===== config.mk =====
export PLATFORM = sky130hd
export DESIGN_NAME = mc_ctrl_seq
export DESIGN_NICKNAME = d
export VERILOG_FILES = /design/src/rtl/mcs_pkg.sv /design/src/rtl/mcs_rst_sync.sv /design/src/rtl/mcs_next_step.sv /design/src/rtl/mcs_ctrl_decode.sv /design/src/rtl/mc_ctrl_seq.sv
export SDC_FILE = /design/constraint.sdc
export NUM_CORES = 1
export LEC_CHECK = 0
export ABC_AREA = 1
export BUFFER_PORTS_ARGS = -buffer_cell sky130_fd_sc_hd__buf_2
export CORE_AREA = 2 2 39 41
export CTS_BUF_LIST = sky130_fd_sc_hd__clkbuf_8
export DETAILED_ROUTE_END_ITERATION = 8
export DIE_AREA = 0 0 41 43
export PLACE_DENSITY_LB_ADDON = 0.1
export REMOVE_ABC_BUFFERS = 1
export SETUP_SLACK_MARGIN = 0.15
export SLEW_MARGIN = 30
export SYNTH_ARGS = -nofsm -noshare
export SYNTH_HDL_FRONTEND = slang
export SYNTH_SLANG_ARGS = --single-unit

===== constraint.sdc =====
create_clock -name clk -period 1.2 [get_ports clk]
set_input_delay 0 -clock clk [delete_from_list [all_inputs] [get_ports clk]]
set_output_delay 0 -clock clk [all_outputs]
set_load 0.05 [all_outputs]

===== src/rtl/mcs_pkg.sv =====
package mcs_pkg;
  localparam int OPC_W = 6;

  localparam logic [OPC_W-1:0] OPC_ARITH = 6'b000000;
  localparam logic [OPC_W-1:0] OPC_LOAD  = 6'b100011;
  localparam logic [OPC_W-1:0] OPC_STORE = 6'b101011;
  localparam logic [OPC_W-1:0] OPC_BEQ   = 6'b000100;

  typedef enum logic [3:0] {
    ST_FETCH,
    ST_DECODE,
    ST_ADDR,
    ST_EXEC,
    ST_BRANCH,
    ST_LDMEM,
    ST_STMEM,
    ST_RDONE,
    ST_LDWB
  } step_e;

  typedef struct packed {
    logic       mem_rd;
    logic       mem_wr;
    logic       ir_wr;
    logic       pc_wr;
    logic       pc_wr_cond;
    logic       reg_wr;
    logic       mdr_ld;
    logic       addr_src;
    logic       mem_to_reg;
    logic       reg_dst;
    logic       alu_src_a;
    logic [1:0] alu_src_b;
    logic [1:0] alu_op;
    logic       pc_src;
  } ctrl_t;
endpackage


===== src/rtl/mcs_rst_sync.sv =====
module mcs_rst_sync #(
  parameter int STAGES = 2
) (
  input  logic clk,
  input  logic rst_n,
  output logic rst_ok
);
  logic [STAGES-1:0] sync_q;

  always_ff @(posedge clk or negedge rst_n) begin
    if (!rst_n) sync_q <= '0;
    else        sync_q <= {sync_q[STAGES-2:0], 1'b1};
  end

  assign rst_ok = sync_q[STAGES-1];
endmodule


===== src/rtl/mcs_next_step.sv =====
module mcs_next_step
  import mcs_pkg::*;
(
  input  step_e            cur,
  input  logic [OPC_W-1:0] opcode,
  output step_e            nxt,
  output logic             bad_opc
);
  always_comb begin
    nxt     = ST_FETCH;
    bad_opc = 1'b0;
    unique case (cur)
      ST_FETCH:  nxt = ST_DECODE;
      ST_DECODE: begin
        if (opcode == OPC_ARITH)                             nxt = ST_EXEC;
        else if (opcode == OPC_LOAD || opcode == OPC_STORE)  nxt = ST_ADDR;
        else if (opcode == OPC_BEQ)                          nxt = ST_BRANCH;
        else begin
          nxt     = ST_FETCH;
          bad_opc = 1'b1;
        end
      end
      ST_ADDR:   nxt = (opcode == OPC_LOAD) ? ST_LDMEM : ST_STMEM;
      ST_EXEC:   nxt = ST_RDONE;
      ST_LDMEM:  nxt = ST_LDWB;
      default:   nxt = ST_FETCH;
    endcase
  end
endmodule


===== src/rtl/mcs_ctrl_decode.sv =====
module mcs_ctrl_decode
  import mcs_pkg::*;
(
  input  step_e cur,
  input  logic  active,
  output ctrl_t ctl
);
  ctrl_t raw;

  always_comb begin
    raw = '0;
    unique case (cur)
      ST_FETCH: begin
        raw.mem_rd    = 1'b1;
        raw.ir_wr     = 1'b1;
        raw.pc_wr     = 1'b1;
        raw.alu_src_b = 2'b01;
      end
      ST_DECODE: raw.alu_src_b = 2'b11;
      ST_ADDR: begin
        raw.alu_src_a = 1'b1;
        raw.alu_src_b = 2'b10;
      end
      ST_EXEC: begin
        raw.alu_src_a = 1'b1;
        raw.alu_op    = 2'b10;
      end
      ST_BRANCH: begin
        raw.alu_src_a  = 1'b1;
        raw.alu_op     = 2'b01;
        raw.pc_wr_cond = 1'b1;
        raw.pc_src     = 1'b1;
      end
      ST_LDMEM: begin
        raw.mem_rd   = 1'b1;
        raw.addr_src = 1'b1;
        raw.mdr_ld   = 1'b1;
      end
      ST_STMEM: begin
        raw.mem_wr   = 1'b1;
        raw.addr_src = 1'b1;
      end
      ST_RDONE: begin
        raw.reg_wr  = 1'b1;
        raw.reg_dst = 1'b1;
      end
      ST_LDWB: begin
        raw.reg_wr     = 1'b1;
        raw.mem_to_reg = 1'b1;
      end
      default: raw = '0;
    endcase
    ctl = active ? raw : '0;
  end
endmodule


===== src/rtl/mc_ctrl_seq.sv =====
module mc_ctrl_seq
  import mcs_pkg::*;
#(
  parameter int SYNC_STAGES = 2
) (
  input  logic             clk,
  input  logic             rst_n,
  input  logic [OPC_W-1:0] opcode,
  input  logic             zero,
  output logic             mem_rd,
  output logic             mem_wr,
  output logic             ir_wr,
  output logic             pc_wr,
  output logic             pc_wr_cond,
  output logic             pc_load,
  output logic             reg_wr,
  output logic             mdr_ld,
  output logic             addr_src,
  output logic             mem_to_reg,
  output logic             reg_dst,
  output logic             alu_src_a,
  output logic [1:0]       alu_src_b,
  output logic [1:0]       alu_op,
  output logic             pc_src,
  output logic             illegal
);
  logic  rst_ok;
  step_e step_q, step_d;
  logic  bad_opc;
  ctrl_t ctl;

  mcs_rst_sync #(.STAGES(SYNC_STAGES)) u_rst_sync (
    .clk    (clk),
    .rst_n  (rst_n),
    .rst_ok (rst_ok)
  );

  mcs_next_step u_next (
    .cur     (step_q),
    .opcode  (opcode),
    .nxt     (step_d),
    .bad_opc (bad_opc)
  );

  // state register; enabled only once reset release has been synchronised
  always_ff @(posedge clk or negedge rst_n) begin
    if (!rst_n)      step_q <= ST_FETCH;
    else if (rst_ok) step_q <= step_d;
  end

  mcs_ctrl_decode u_dec (
    .cur    (step_q),
    .active (rst_ok),
    .ctl    (ctl)
  );

  assign mem_rd     = ctl.mem_rd;
  assign mem_wr     = ctl.mem_wr;
  assign ir_wr      = ctl.ir_wr;
  assign pc_wr      = ctl.pc_wr;
  assign pc_wr_cond = ctl.pc_wr_cond;
  assign pc_load    = ctl.pc_wr | (ctl.pc_wr_cond & zero);
  assign reg_wr     = ctl.reg_wr;
  assign mdr_ld     = ctl.mdr_ld;
  assign addr_src   = ctl.addr_src;
  assign mem_to_reg = ctl.mem_to_reg;
  assign reg_dst    = ctl.reg_dst;
  assign alu_src_a  = ctl.alu_src_a;
  assign alu_src_b  = ctl.alu_src_b;
  assign alu_op     = ctl.alu_op;
  assign pc_src     = ctl.pc_src;
  assign illegal    = bad_opc & rst_ok;
endmodule


## After elaboration in Yosys (flattened, before gate mapping)

Index checks and enable logic that the tools add are counted.

- Register bits: 6
- Output and inout bits: 18
- Logic and storage cells: 45

- Equality and inequality tests: 11
- Multiplexer cells: 22
- Bitwise operators: 3
- Reductions and logical operators: 7

Operator list:

| cell | count |
|---|---|
| $pmux W4 S5 | 1 |
| $eq A4 B3 Y1 const B | 4 |
| $mux W16 | 1 |
| $mux W1 | 13 |
| $eq A6 B6 Y1 const B | 2 |
| $eq A4 B2 Y1 const B | 2 |
| $mux W4 | 2 |
| $eq A6 B3 Y1 const B | 1 |
| $logic_not A6 Y1 | 1 |
| $pmux W2 S3 | 1 |
| $reduce_or A2 Y1 | 3 |
| $eq A4 B1 Y1 const B | 1 |
| $eq A4 B4 Y1 const B | 1 |
| $logic_not A4 Y1 | 1 |
| $mux W2 | 2 |
| $pmux W2 S2 | 1 |
| $mux W3 | 1 |
| $reduce_or A3 Y1 | 1 |
| $and A1 B1 Y1 | 2 |
| $logic_or A1 B1 Y1 | 1 |
| $or A1 B1 Y1 | 1 |

## Longest topological paths before layout

- Depth after elaboration: 6
- Mapped depth: 9
- Gate-level depth less buffers: 9

## Cells and area by module

Synthesis repeated with hierarchy kept, for this count alone.

- Cells, all modules: 103
- Area total of the unflattened synthesis: 589.3 µm²

Modules (own cells, without submodules):

| module | times used | cells an instance | area each (µm²) | seq. area each (µm²) |
|---|---|---|---|---|
| mcs_next_step | 1 | 40 | 190.2 | 0.0 |
| mcs_ctrl_decode | 1 | 38 | 177.7 | 0.0 |
| mc_ctrl_seq | 1 | 22 | 167.7 | 100.1 |
| mcs_rst_sync | 1 | 3 | 53.8 | 50.0 |

## Worst setup path after synthesis

OpenSTA, ideal clock, no wires.

- Path kind: register to output
- Start point: register step_q[1]
- End point: output port illegal
- Data arrival time: 1913 ps
- Slack: -713 ps
- Cell stages (with the launch flop): 6
- Path through: dfrtp_1 > inv_1 > nand2_4 > nor2_1 > nand2_1 > nor3_1

- Longest elaborated chain between the ends: 3

Ends and longest elaborated chain:

| item | RTL line | RTL |
|---|---|---|
| from (decl) | mc_ctrl_seq.sv:28 | `step_e step_q, step_d;` |
| from (signal assigned) | mc_ctrl_seq.sv:48 | `else if (rst_ok) step_q <= step_d;` |
| $eq A4 B1 Y1 | mcs_next_step.sv:12 | `unique case (cur)` |
| $mux W1 | mcs_next_step.sv:12 |  |
| $and A1 B1 Y1 | mc_ctrl_seq.sv:72 | `assign illegal = bad_opc & rst_ok;` |
| to (decl) | mc_ctrl_seq.sv:25 | `output logic illegal` |

Every way passes these cells.

## Worst setup path after layout

- Start point: register step_q[0]
- End point: output port reg_wr

- Longest elaborated chain between the ends: 4
- Elaborated cells on any way between the ends: 5
- Classes of those cells: eq/ne: 2; mux: 2; reduce/logical: 1

Ends and longest elaborated chain:

| item | RTL line | RTL |
|---|---|---|
| $eq A4 B3 Y1 / $eq A4 B4 Y1 (equally long branches) | mcs_ctrl_decode.sv:12 | `unique case (cur)` |
| $reduce_or A2 Y1 (no source line) * | n/a |  |
| $mux W1 * | mcs_ctrl_decode.sv:12 |  |
| $mux W16 * | mcs_ctrl_decode.sv:53 | `ctl = active ? raw : '0;` |
| to (decl) | mc_ctrl_seq.sv:16 | `output logic reg_wr,` |

Mark *: on every way between the ends. The rest lies on a longest branch, timed or not.

==> results.cfg <==
[logic_synthesis]
synth_area_leaders = dfrtp_1 29%, nand2_1 24%, nor2_1 12%
syn_area_um2 = 510
yosys.area.top_type = dfrtp_1
ys_ff_latch = 6
yosys.area.top_type_share_pct = 29.4
synth_cells = 87
yosys_warnings = 0
synth_seq_area_share_pct = 29.4
yosysUniqueCellTypes = 16
syn_avg_cell_area_um2 = 5.87

[global_route]
grt_pass1_wl_um = 2480
antenna_found_initial = 0
grt_max_degree = 8
track_usage_pct = 20.4
grt_pass1_vias = 597
grt_overflow = 0

[critical_path]
crit_path_start = step_q[0]
worst-path-buf-inv = 1
worstSetupPathType = register to output port
cpLargestDelayFamily = flip-flops
cp.arrival_ns = 1.48
reg2reg_from = step_q[3]
max_stage_delay_ns = 0.46
path_cells = nor2_4 > nand3_2 > o22ai_1 > buf_4
endpoint_kind = output port
required_ns = 1.20
cp_max_fo = 4
cp-start-kind = register
slowest_stage = dfrtp_2

[floorplan]
dieHeight_um = 43
core_area_mm2 = 0.00138
pin_count = 27
dieArea_mm2 = 0.00176
start_util_pct = 36.9
std_cell_rows = 14
die_w_um = 41

[outcome]
status = complete, but fails checks
violations = negative setup slack

[clock_tree]
clockBufferDepth = 2
numCtsBuffers = 3
cts_tree = built
clk_pin_slew_ns = 0.04
worstSkewPairLatency_ns = 0.22
clockRootBuffer = clkbuf_8
cts.sinks = 6
h-tree-depth = 1

[drt]
wire_per_inst_um = 13.6
drt-pass1-iter-count = 4
drtAntennaViolNets = 0
drt-total-wl_um = 2050
drtIter0Drc = 12
vias_per_cell = 4.85
dr_total_vias = 733
route.detailed.drc = 0

[final_layout]
syn_to_final_growth_pct = 126
fin_nets = 146
n_fill_cell = 79
fin_util_pct = 83.5
drive_gt1_share_pct = 65.9
layoutNonFillerInstCount = 151
final_area_mm2 = 0.00115
layout_commonest_cell = nand2_1
layout_common_cells = 24 x nand2_1, 20 x buf_6, 12 x buf_4
diodes = 0

[power]
ir_drop_mv = 1.34
p_per_area_mw_per_mm2 = 2650
p_leak_nw = 0.577

[sta]
fin_skew_ns = 0.00887
finalHoldViolations = 0
worst_slack_ns = -0.277
drv_slew = 0
period_needed_ns = 1.48
finalCritPeriodShare_pct = 123
finalSetupViolations = 22
final.setup.tns_ns = -3.36
timing.fmax_mhz = 677
grt_setup_unrepaired = true

[place]
dpl_worst_slack_ns = -0.0397
dp_cells = 138
gp_congestion = 0.722
place_area_um2 = 728
portBuffers = 26
dpl.hpwl_um = 1020

[hold_path]
min_path_type = input pin to async pin

[run]
cap_viol_max_count = 0
-- cell usage after synthesis (all sizes together) --
| cell type | count |
|---|---|
| a21oi | 2 |
| inv | 14 |
| conb | 1 |
| nor3 | 4 |
| o21ai | 2 |
| nand3 | 3 |
| dfrtp | 6 |
| nand2 | 33 |
| buf | 3 |
| o22ai | 1 |
| nor2 | 18 |
-- logic make-up after synthesis --
kind of cell | after synthesis | share of synthesized area (%)
DFF | 6 | 29.4
AOI/OAI and AO/OA | 5 | 5.15
buffers and inverters | 17 | 14.7
and+or+nand+nor | 58 | 50.0
other | 1 | 0.735
-- layer usage --
metal / part of all wire, % / routed length [µm] / track usage [%] / vias up
met1: 38 / 777 / 25.2 / 339
met4: 1.1 / 23 / 8.00 / 0
met5: 0 / 0 / 0 / -
li1: - / - / - / 358
met3: 5.9 / 121 / 3.14 / 4
met2: 55 / 1130 / 33.4 / 32
-- per-stage QoR --
stage	hold slack (ns)	power (mW)
after global placement	-0.176	1.75
after detailed placement	-0.170	1.75
after global routing	0.156	3.23
after CTS	0.136	2.61
after floorplan	-0.296	1.31
final	0.144	3.06
-- what timing repair did --
action | 4_1_cts | 5_1_grt
pin swaps | 5 | 10
hold buffers | 1 | 0
endpoints found under the setup margin | 22 | 22
setup buffers | 3 | 6
hold endpoints to repair | 6 | 0
gates resized for setup | 69 | 27
-- sequential cells by signal, indices dropped and copies added, names as in the netlist --
| signal | flops |
|---|---|
| step_q | 4 |
| u_rst_sync.sync_q | 2 |
-- worst register-to-register path: stages, from the launching register on --
cell     delay, ns
dfrtp_1       0.43
nor3_4        0.24
inv_2         0.13
nor2_4        0.15
inv_2         0.05
buf_4         0.12
buf_4         0.12
nand2_2       0.05
-- cell type report --
type,count,area (µm²),share of cell area [%]
tap,16,20.0,1.73
timing repair buffer,48,470,40.7
multi-input combinational,64,415,36.0
inverter,14,55.1,4.77
clock buffer,3,41.3,3.58
sequential,6,153,13.2
-- power breakdown --
part / switching, mW / internal, mW
Sequential: 0.100 / 0.265
Clock: 0.0897 / 0.216
Combinational: 1.38 / 1.00
-- final timing paths --
path,cells after the start,slack [ns],endpoint
worst max-delay path,4,-0.28,reg_wr
worst min-delay path,2,0.14,step_q[3]
worst max register to register,7,-0.15,step_q[3]
worst min register to register,0,0.34,u_rst_sync.sync_q[1]
max in group asynchronous,2,0.90,step_q[0]
min in group clk,6,0.16,step_q[0]
(Power assumes the default switching activity.)
